===== src/rtl/cfg_pkg.sv =====
package cfg_pkg;
  typedef enum logic [2:0] {
    ST_IDLE, ST_PROG, ST_WINIT, ST_XFER, ST_WDONE
  } cfg_st_e;

  localparam logic [1:0] RES_OK     = 2'd0;
  localparam logic [1:0] RES_ABSENT = 2'd1;
  localparam logic [1:0] RES_NOINIT = 2'd2;
  localparam logic [1:0] RES_NODONE = 2'd3;
endpackage


===== src/rtl/cfg_sync.sv =====
module cfg_sync #(
  parameter int W = 2
) (
  input  logic         clk_i,
  input  logic         rst_ni,
  input  logic [W-1:0] d_i,
  output logic [W-1:0] q_o
);
  for (genvar i = 0; i < W; i++) begin : g_bit
    logic s1_q, s2_q;
    always_ff @(posedge clk_i or negedge rst_ni) begin
      if (!rst_ni) begin
        s1_q <= 1'b0;
        s2_q <= 1'b0;
      end else begin
        s1_q <= d_i[i];
        s2_q <= s1_q;
      end
    end
    assign q_o[i] = s2_q;
  end
endmodule


===== src/rtl/cfg_tmr.sv =====
module cfg_tmr #(
  parameter int TW = 8
) (
  input  logic          clk_i,
  input  logic          rst_ni,
  input  logic          load_i,
  input  logic [TW-1:0] val_i,
  output logic          zero_o
);
  logic [TW-1:0] cnt_q;

  always_ff @(posedge clk_i or negedge rst_ni) begin
    if (!rst_ni)              cnt_q <= '0;
    else if (load_i)          cnt_q <= val_i;
    else if (cnt_q != '0)     cnt_q <= cnt_q - 1'b1;
  end

  assign zero_o = (cnt_q == '0);
endmodule


===== src/rtl/cfg_byte_port.sv =====
module cfg_byte_port #(
  parameter int CNT_W = 16
) (
  input  logic             clk_i,
  input  logic             rst_ni,
  input  logic             load_i,
  input  logic [CNT_W-1:0] size_i,
  input  logic             take_i,
  input  logic [7:0]       data_i,
  output logic             empty_o,
  output logic             last_o,
  output logic [7:0]       dat_o,
  output logic             wr_o
);
  logic [CNT_W-1:0] left_q;
  logic [7:0]       dat_q;
  logic             wr_q;

  always_ff @(posedge clk_i or negedge rst_ni) begin
    if (!rst_ni) begin
      left_q <= '0;
      dat_q  <= '0;
      wr_q   <= 1'b0;
    end else begin
      wr_q <= take_i;
      if (load_i)      left_q <= size_i;
      else if (take_i) left_q <= left_q - 1'b1;
      if (take_i)      dat_q <= data_i;
    end
  end

  assign empty_o = (left_q == '0);
  assign last_o  = (left_q == CNT_W'(1));
  assign dat_o   = dat_q;
  assign wr_o    = wr_q;
endmodule


===== src/rtl/fpga_cfg_loader.sv =====
module fpga_cfg_loader
  import cfg_pkg::*;
#(
  parameter int PULSE_CYC = 20,
  parameter int INIT_TMO  = 1000,
  parameter int DONE_TMO  = 10 * INIT_TMO,
  parameter int CNT_W     = 16
) (
  input  logic             clk_i,
  input  logic             rst_ni,
  input  logic             start_i,
  input  logic             absent_i,
  input  logic             en_cfg_i,
  input  logic [CNT_W-1:0] size_i,
  input  logic             s_valid_i,
  input  logic [7:0]       s_data_i,
  output logic             s_ready_o,
  input  logic             init_i,
  output logic             init_oe_o,
  output logic             prog_no,
  output logic             en_o,
  output logic [7:0]       dat_o,
  output logic             wr_o,
  input  logic             done_pin_i,
  output logic             busy_o,
  output logic             done_o,
  output logic [1:0]       result_o
);
  localparam int MAX_A = (INIT_TMO > PULSE_CYC) ? INIT_TMO : PULSE_CYC;
  localparam int MAX_T = (DONE_TMO > MAX_A) ? DONE_TMO : MAX_A;
  localparam int TW    = $clog2(MAX_T + 1);

  cfg_st_e       st_q;
  logic [1:0]    sync_q;
  logic          init_s, done_s;
  logic          tmr_load, tmr_zero;
  logic [TW-1:0] tmr_val;
  logic          bp_load, bp_empty, bp_last, take;
  logic          prog_q, hold_q, en_q, done_q;
  logic [1:0]    res_q;

  cfg_sync #(.W(2)) i_sync (
    .clk_i (clk_i),
    .rst_ni(rst_ni),
    .d_i   ({done_pin_i, init_i}),
    .q_o   (sync_q)
  );
  assign init_s = sync_q[0];
  assign done_s = sync_q[1];

  cfg_tmr #(.TW(TW)) i_tmr (
    .clk_i (clk_i),
    .rst_ni(rst_ni),
    .load_i(tmr_load),
    .val_i (tmr_val),
    .zero_o(tmr_zero)
  );

  assign take = s_valid_i && s_ready_o;

  cfg_byte_port #(.CNT_W(CNT_W)) i_port (
    .clk_i  (clk_i),
    .rst_ni (rst_ni),
    .load_i (bp_load),
    .size_i (size_i),
    .take_i (take),
    .data_i (s_data_i),
    .empty_o(bp_empty),
    .last_o (bp_last),
    .dat_o  (dat_o),
    .wr_o   (wr_o)
  );

  always_comb begin
    tmr_load = 1'b0;
    tmr_val  = '0;
    bp_load  = 1'b0;
    unique case (st_q)
      ST_IDLE: if (start_i && !absent_i) begin
        tmr_load = 1'b1;
        tmr_val  = TW'(PULSE_CYC - 1);
        bp_load  = 1'b1;
      end
      ST_PROG: if (tmr_zero) begin
        tmr_load = 1'b1;
        tmr_val  = TW'(INIT_TMO - 1);
      end
      ST_WINIT: if (init_s && bp_empty) begin
        tmr_load = 1'b1;
        tmr_val  = TW'(DONE_TMO - 1);
      end
      ST_XFER: if (take && bp_last) begin
        tmr_load = 1'b1;
        tmr_val  = TW'(DONE_TMO - 1);
      end
      default: ;
    endcase
  end

  always_ff @(posedge clk_i or negedge rst_ni) begin
    if (!rst_ni) begin
      st_q   <= ST_IDLE;
      prog_q <= 1'b1;
      hold_q <= 1'b1;
      en_q   <= 1'b0;
      done_q <= 1'b0;
      res_q  <= RES_OK;
    end else begin
      done_q <= 1'b0;
      unique case (st_q)
        ST_IDLE: if (start_i) begin
          if (absent_i) begin
            res_q  <= RES_ABSENT;
            done_q <= 1'b1;
          end else begin
            st_q   <= ST_PROG;
            prog_q <= 1'b0;
            hold_q <= 1'b0;
            en_q   <= en_cfg_i;
          end
        end
        ST_PROG: if (tmr_zero) begin
          prog_q <= 1'b1;
          st_q   <= ST_WINIT;
        end
        ST_WINIT: begin
          if (init_s) begin
            st_q <= bp_empty ? ST_WDONE : ST_XFER;
          end else if (tmr_zero) begin
            st_q   <= ST_IDLE;
            res_q  <= RES_NOINIT;
            done_q <= 1'b1;
            en_q   <= 1'b0;
          end
        end
        ST_XFER: if (take && bp_last) st_q <= ST_WDONE;
        ST_WDONE: begin
          if (done_s || tmr_zero) begin
            st_q   <= ST_IDLE;
            res_q  <= done_s ? RES_OK : RES_NODONE;
            done_q <= 1'b1;
            en_q   <= 1'b0;
          end
        end
        default: st_q <= ST_IDLE;
      endcase
    end
  end

  assign s_ready_o = (st_q == ST_XFER);
  assign busy_o    = (st_q != ST_IDLE);
  assign prog_no   = prog_q;
  assign init_oe_o = hold_q;
  assign en_o      = en_q;
  assign done_o    = done_q;
  assign result_o  = res_q;
endmodule


===== config.mk =====
export PLATFORM = sky130hd
export DESIGN_NAME = fpga_cfg_loader
export DESIGN_NICKNAME = d
export VERILOG_FILES = /design/src/rtl/cfg_pkg.sv /design/src/rtl/cfg_sync.sv /design/src/rtl/cfg_tmr.sv /design/src/rtl/cfg_byte_port.sv /design/src/rtl/fpga_cfg_loader.sv
export SDC_FILE = /design/constraint.sdc
export NUM_CORES = 1
export LEC_CHECK = 0
export BUFFER_PORTS_ARGS = -buffer_cell sky130_fd_sc_hd__buf_2
export CAP_MARGIN = 10
export CORE_MARGIN = 4
export CORE_UTILIZATION = 45
export CTS_CLUSTER_DIAMETER = 80
export DETAILED_ROUTE_END_ITERATION = 12
export PLACE_DENSITY = 0.67
export SYNTH_ARGS = -nofsm -noshare
export SYNTH_HDL_FRONTEND = slang
export SYNTH_SLANG_ARGS = --single-unit

===== constraint.sdc =====
create_clock -name clk_i -period 3.11 [get_ports clk_i]
set_input_delay 0.7775 -clock clk_i [delete_from_list [all_inputs] [get_ports clk_i]]
set_output_delay 0.7775 -clock clk_i [all_outputs]
set_load 0.01 [all_outputs]

==> impl_metrics.py <==
metrics = {
    "setup_path": {
        "cp_num_cells": 7,
        "path_class": "reg -> reg",
        "crit_path_end_kind": "flop",
        "slowest_delay_ns": 0.47,
        "crit_path_top_delay_cell": "nor3b_1",
        "critPathRequiredTime_ns": 3.30,
        "path_buf_inv": 1,
        "crit_family": "simple AND/OR/NAND/NOR gates",
        "cp-start-kind": "flop",
        "r2r.worst_path.cells": 7,
        "crit_fanout": 8,
        "cp.arrival_ns": 2.51,
        "crit_chain": "inv_1 -> ha_1 -> nor3b_1 -> and4_1 -> and3_1 -> nor2_2 -> and3_1",
        "crit_top_cell": "and3_1",
    },
    "yosys": {
        "synth_edf_count": 0,
        "synth_fp_nets": 323,
        "async_flop_share_pct": 100,
        "ys_top_cells_by_count": "52 x nand2_1, 50 x dfrtp_1, 20 x nor2_1, 20 x o21ai_0, 15 x xnor2_1",
        "ys_warn_count": 0,
        "synth_top_area_share_pct": 47.1,
        "syn_inst": 287,
        "yosys-top-cells-area": "dfrtp_1 47%, nand2_1 7.3%, xnor2_1 4.9%, o21ai_0 3.8%, nor2_1 2.8%",
        "synth.cell_area_um2": 2660,
        "yosysSeqAreaShare_pct": 49.1,
        "synth.most_common_cell": "nand2_1",
        "synth_largest_area_cell": "dfrtp_1",
        "synth_cell_type_count": 51,
        "synth-seq-cells": 52,
        "synth_flop_cell": "dfrtp_1",
        "syn_area_per_cell_um2": 9.26,
    },
    "clock_network": {
        "postCtsHoldBufs": 0,
        "cts_buffers": 5,
        "clock_latency_ns": 0.30,
        "postCtsSetupBuffers": 0,
        "htree_levels": 2,
        "numClockSinks": 52,
        "cts_tree": "yes",
        "clk_pin_slew_ns": 0.09,
        "clockBufferDepth": 2,
        "root_buffer": "clkbuf_8",
        "cts_resized": 0,
    },
    "placement": {
        "post-place-ws_ns": 0.669,
        "portBuffers": 48,
        "placed_cell_area_um2": 2980,
        "gp_congestion": 0.817,
        "hpwl_um": 4100,
    },
    "flow_run": {
        "cap_violations": 0,
    },
    "grt": {
        "antenna_found_initial": 0,
        "grt-ovfl-total": 0,
        "grt_pass1_vias": 2215,
        "grt_max_degree": 53,
        "grt_pass1_wl_um": 10100,
        "track_usage_pct": 17.1,
    },
    "sta": {
        "rsz0062_at_grt": "no",
        "slew-limit-headroom_pct": 56.6,
        "fin_tns_setup_ns": 0,
        "finalSetupViolCount": 0,
        "maxSlewViolCount": 0,
        "clock.fmax_mhz": 432,
        "fin_ws_ns": 0.797,
        "post-route-min-period_ns": 2.31,
        "worst_pin_slew_ns": 0.651,
        "fin_crit_sh_pct": 74.4,
        "finalHoldViolCount": 0,
        "finalClockSkew_ns": 0.00357,
    },
    "power_and_ir_drop": {
        "p_seq_share_pct": 46.4,
        "power_density_nw_per_um2": 834,
        "p_sw_share_pct": 39.4,
        "total_power_mw": 2.56,
        "leakagePower_nw": 1.40,
        "p_int_mw": 1.55,
        "worst_ir_drop_vdd_mv": 0.394,
        "power_frac_clock_pct": 15.3,
        "combPwrFrac_pct": 38.3,
        "power_switching_mw": 1.01,
    },
    "final_layout": {
        "post-route-util_pct": 54.8,
        "seqCellArea_um2": 1300,
        "area_growth_pct": 15.7,
        "stdcell_area_um2": 3070,
        "layout-drive-gt1-share_pct": 20.5,
        "multi_input_comb_area_um2": 1280,
        "num_antenna_cells": 0,
        "final_net_count": 372,
        "n_fill_cell": 568,
    },
    "routing": {
        "drt-initial-drc-count": 100,
        "route.detailed.drc": 0,
        "via_count": 2182,
        "detail-route-antenna-nets": 0,
        "viasPerCell": 5.33,
        "first_pass_iters": 4,
        "drt_wl_total_um": 5670,
        "wl_per_cell_um": 13.9,
    },
    "floorplanning": {
        "core_um2": 5610,
        "rows": 27,
        "die_area_um2": 7200,
        "io_pins": 49,
        "die_y_um": 84.8,
        "start_util_pct": 47.4,
        "die_w_um": 84.8,
    },
    "min_path": {
        "hold_class": "reg -> reg",
        "whs_path_depth": 0,
    },
    "status": {
        "status": "finished clean",
    },
}
[per-layer routing]
layer / global-route usage [%] / vias up / part of all wire [%]
met5: 0 / - / 0
met4: 5.04 / 0 / 1.4
met3: 3.01 / 7 / 3.9
met2: 28.4 / 41 / 46
met1: 23.1 / 1033 / 48
li1: - / 1101 / -
[metrics by stage]
stage,std cells,hold slack [ns]
2_1_floorplan,287,0.331
3_3_place_gp,401,0.333
3_5_place_dp,401,0.336
4_1_cts,409,0.357
5_1_grt,409,0.373
6_report,409,0.353
[layout make-up]
type                       count  area share (%)
clock buffer                   6            2.69
clock inverter                 2           0.326
inverter                       9            1.10
multi-input combinational    215            41.5
sequential                    52            42.4
tap                           72            2.93
timing repair buffer          53            9.04
[sequential cells by signal, summed over array words and instances (netlist names), 2 cells and up]
name               cells
i_port.dat_o           8
i_sync.g_bit.s2_q      2
i_tmr.cnt_q           14
i_port.left_q         16
i_sync.g_bit.s1_q      2
result_o               2
st_q                   3
[power by group through the flow]
stage	Sequential, mW	Combinational, mW	Clock [mW]
global route	1.24	1.13	0.431
finish	1.19	0.983	0.392
CTS	1.18	0.996	0.405
floorplan	1.15	0.734	0
detailed placement	1.20	0.990	0
global placement	1.19	0.973	0
[cells by family after synthesis]
| group | Yosys count | share of synthesized area [%] |
|---|---|---|
| multiplexers | 1 | 0.377 |
| AO/OA/AOI/OAI | 53 | 13.1 |
| AND/OR/NAND/NOR | 137 | 26.1 |
| buffers and inverters | 20 | 2.87 |
| adder cells (fa/ha/maj) | 4 | 1.88 |
| XOR/XNOR | 20 | 6.59 |
| flip-flops | 52 | 49.1 |
[cell usage in the layout (no fill, tap or decap), drive strengths merged, types with 2 or more instances in the layout]
cell type  Yosys  routed
nand4          4       4
o311ai         2       2
nand3          6       6
o21ai         22      22
o211ai         2       2
clkbuf         8       6
dfrtp         50      50
ha             4       4
nand3b         2       2
a211oi         5       5
nand2         52      52
nor2b          2       2
and3           5       5
and2           3       3
nor4           9       9
clkinv         0       2
xor2           5       5
nor3          14      14
xnor2         15      15
or3            3       3
a221o          2       2
nor3b          4       4
nor4b          2       2
o31a           3       3
nand4b         2       2
dfstp          2       2
inv            9       9
a21oi          9       9
buf            3      53
nor2          21      21
or2            4       4
or4            2       2
[final timing paths]
check | end | slack [ns] | from
worst max register to register | i_tmr.cnt_q[12] | 0.80 | i_tmr.cnt_q[0]
worst min register to register | i_sync.g_bit[1].s2_q | 0.35 | i_sync.g_bit[1].s1_q
worst min-delay path | i_sync.g_bit[1].s2_q | 0.35 | i_sync.g_bit[1].s1_q
worst max-delay path | i_tmr.cnt_q[12] | 0.80 | i_tmr.cnt_q[0]
max in group asynchronous | i_tmr.cnt_q[4] | 2.10 | rst_ni
min in group asynchronous | i_tmr.cnt_q[1] | 0.58 | rst_ni
Power figures use the tool's default switching activity.
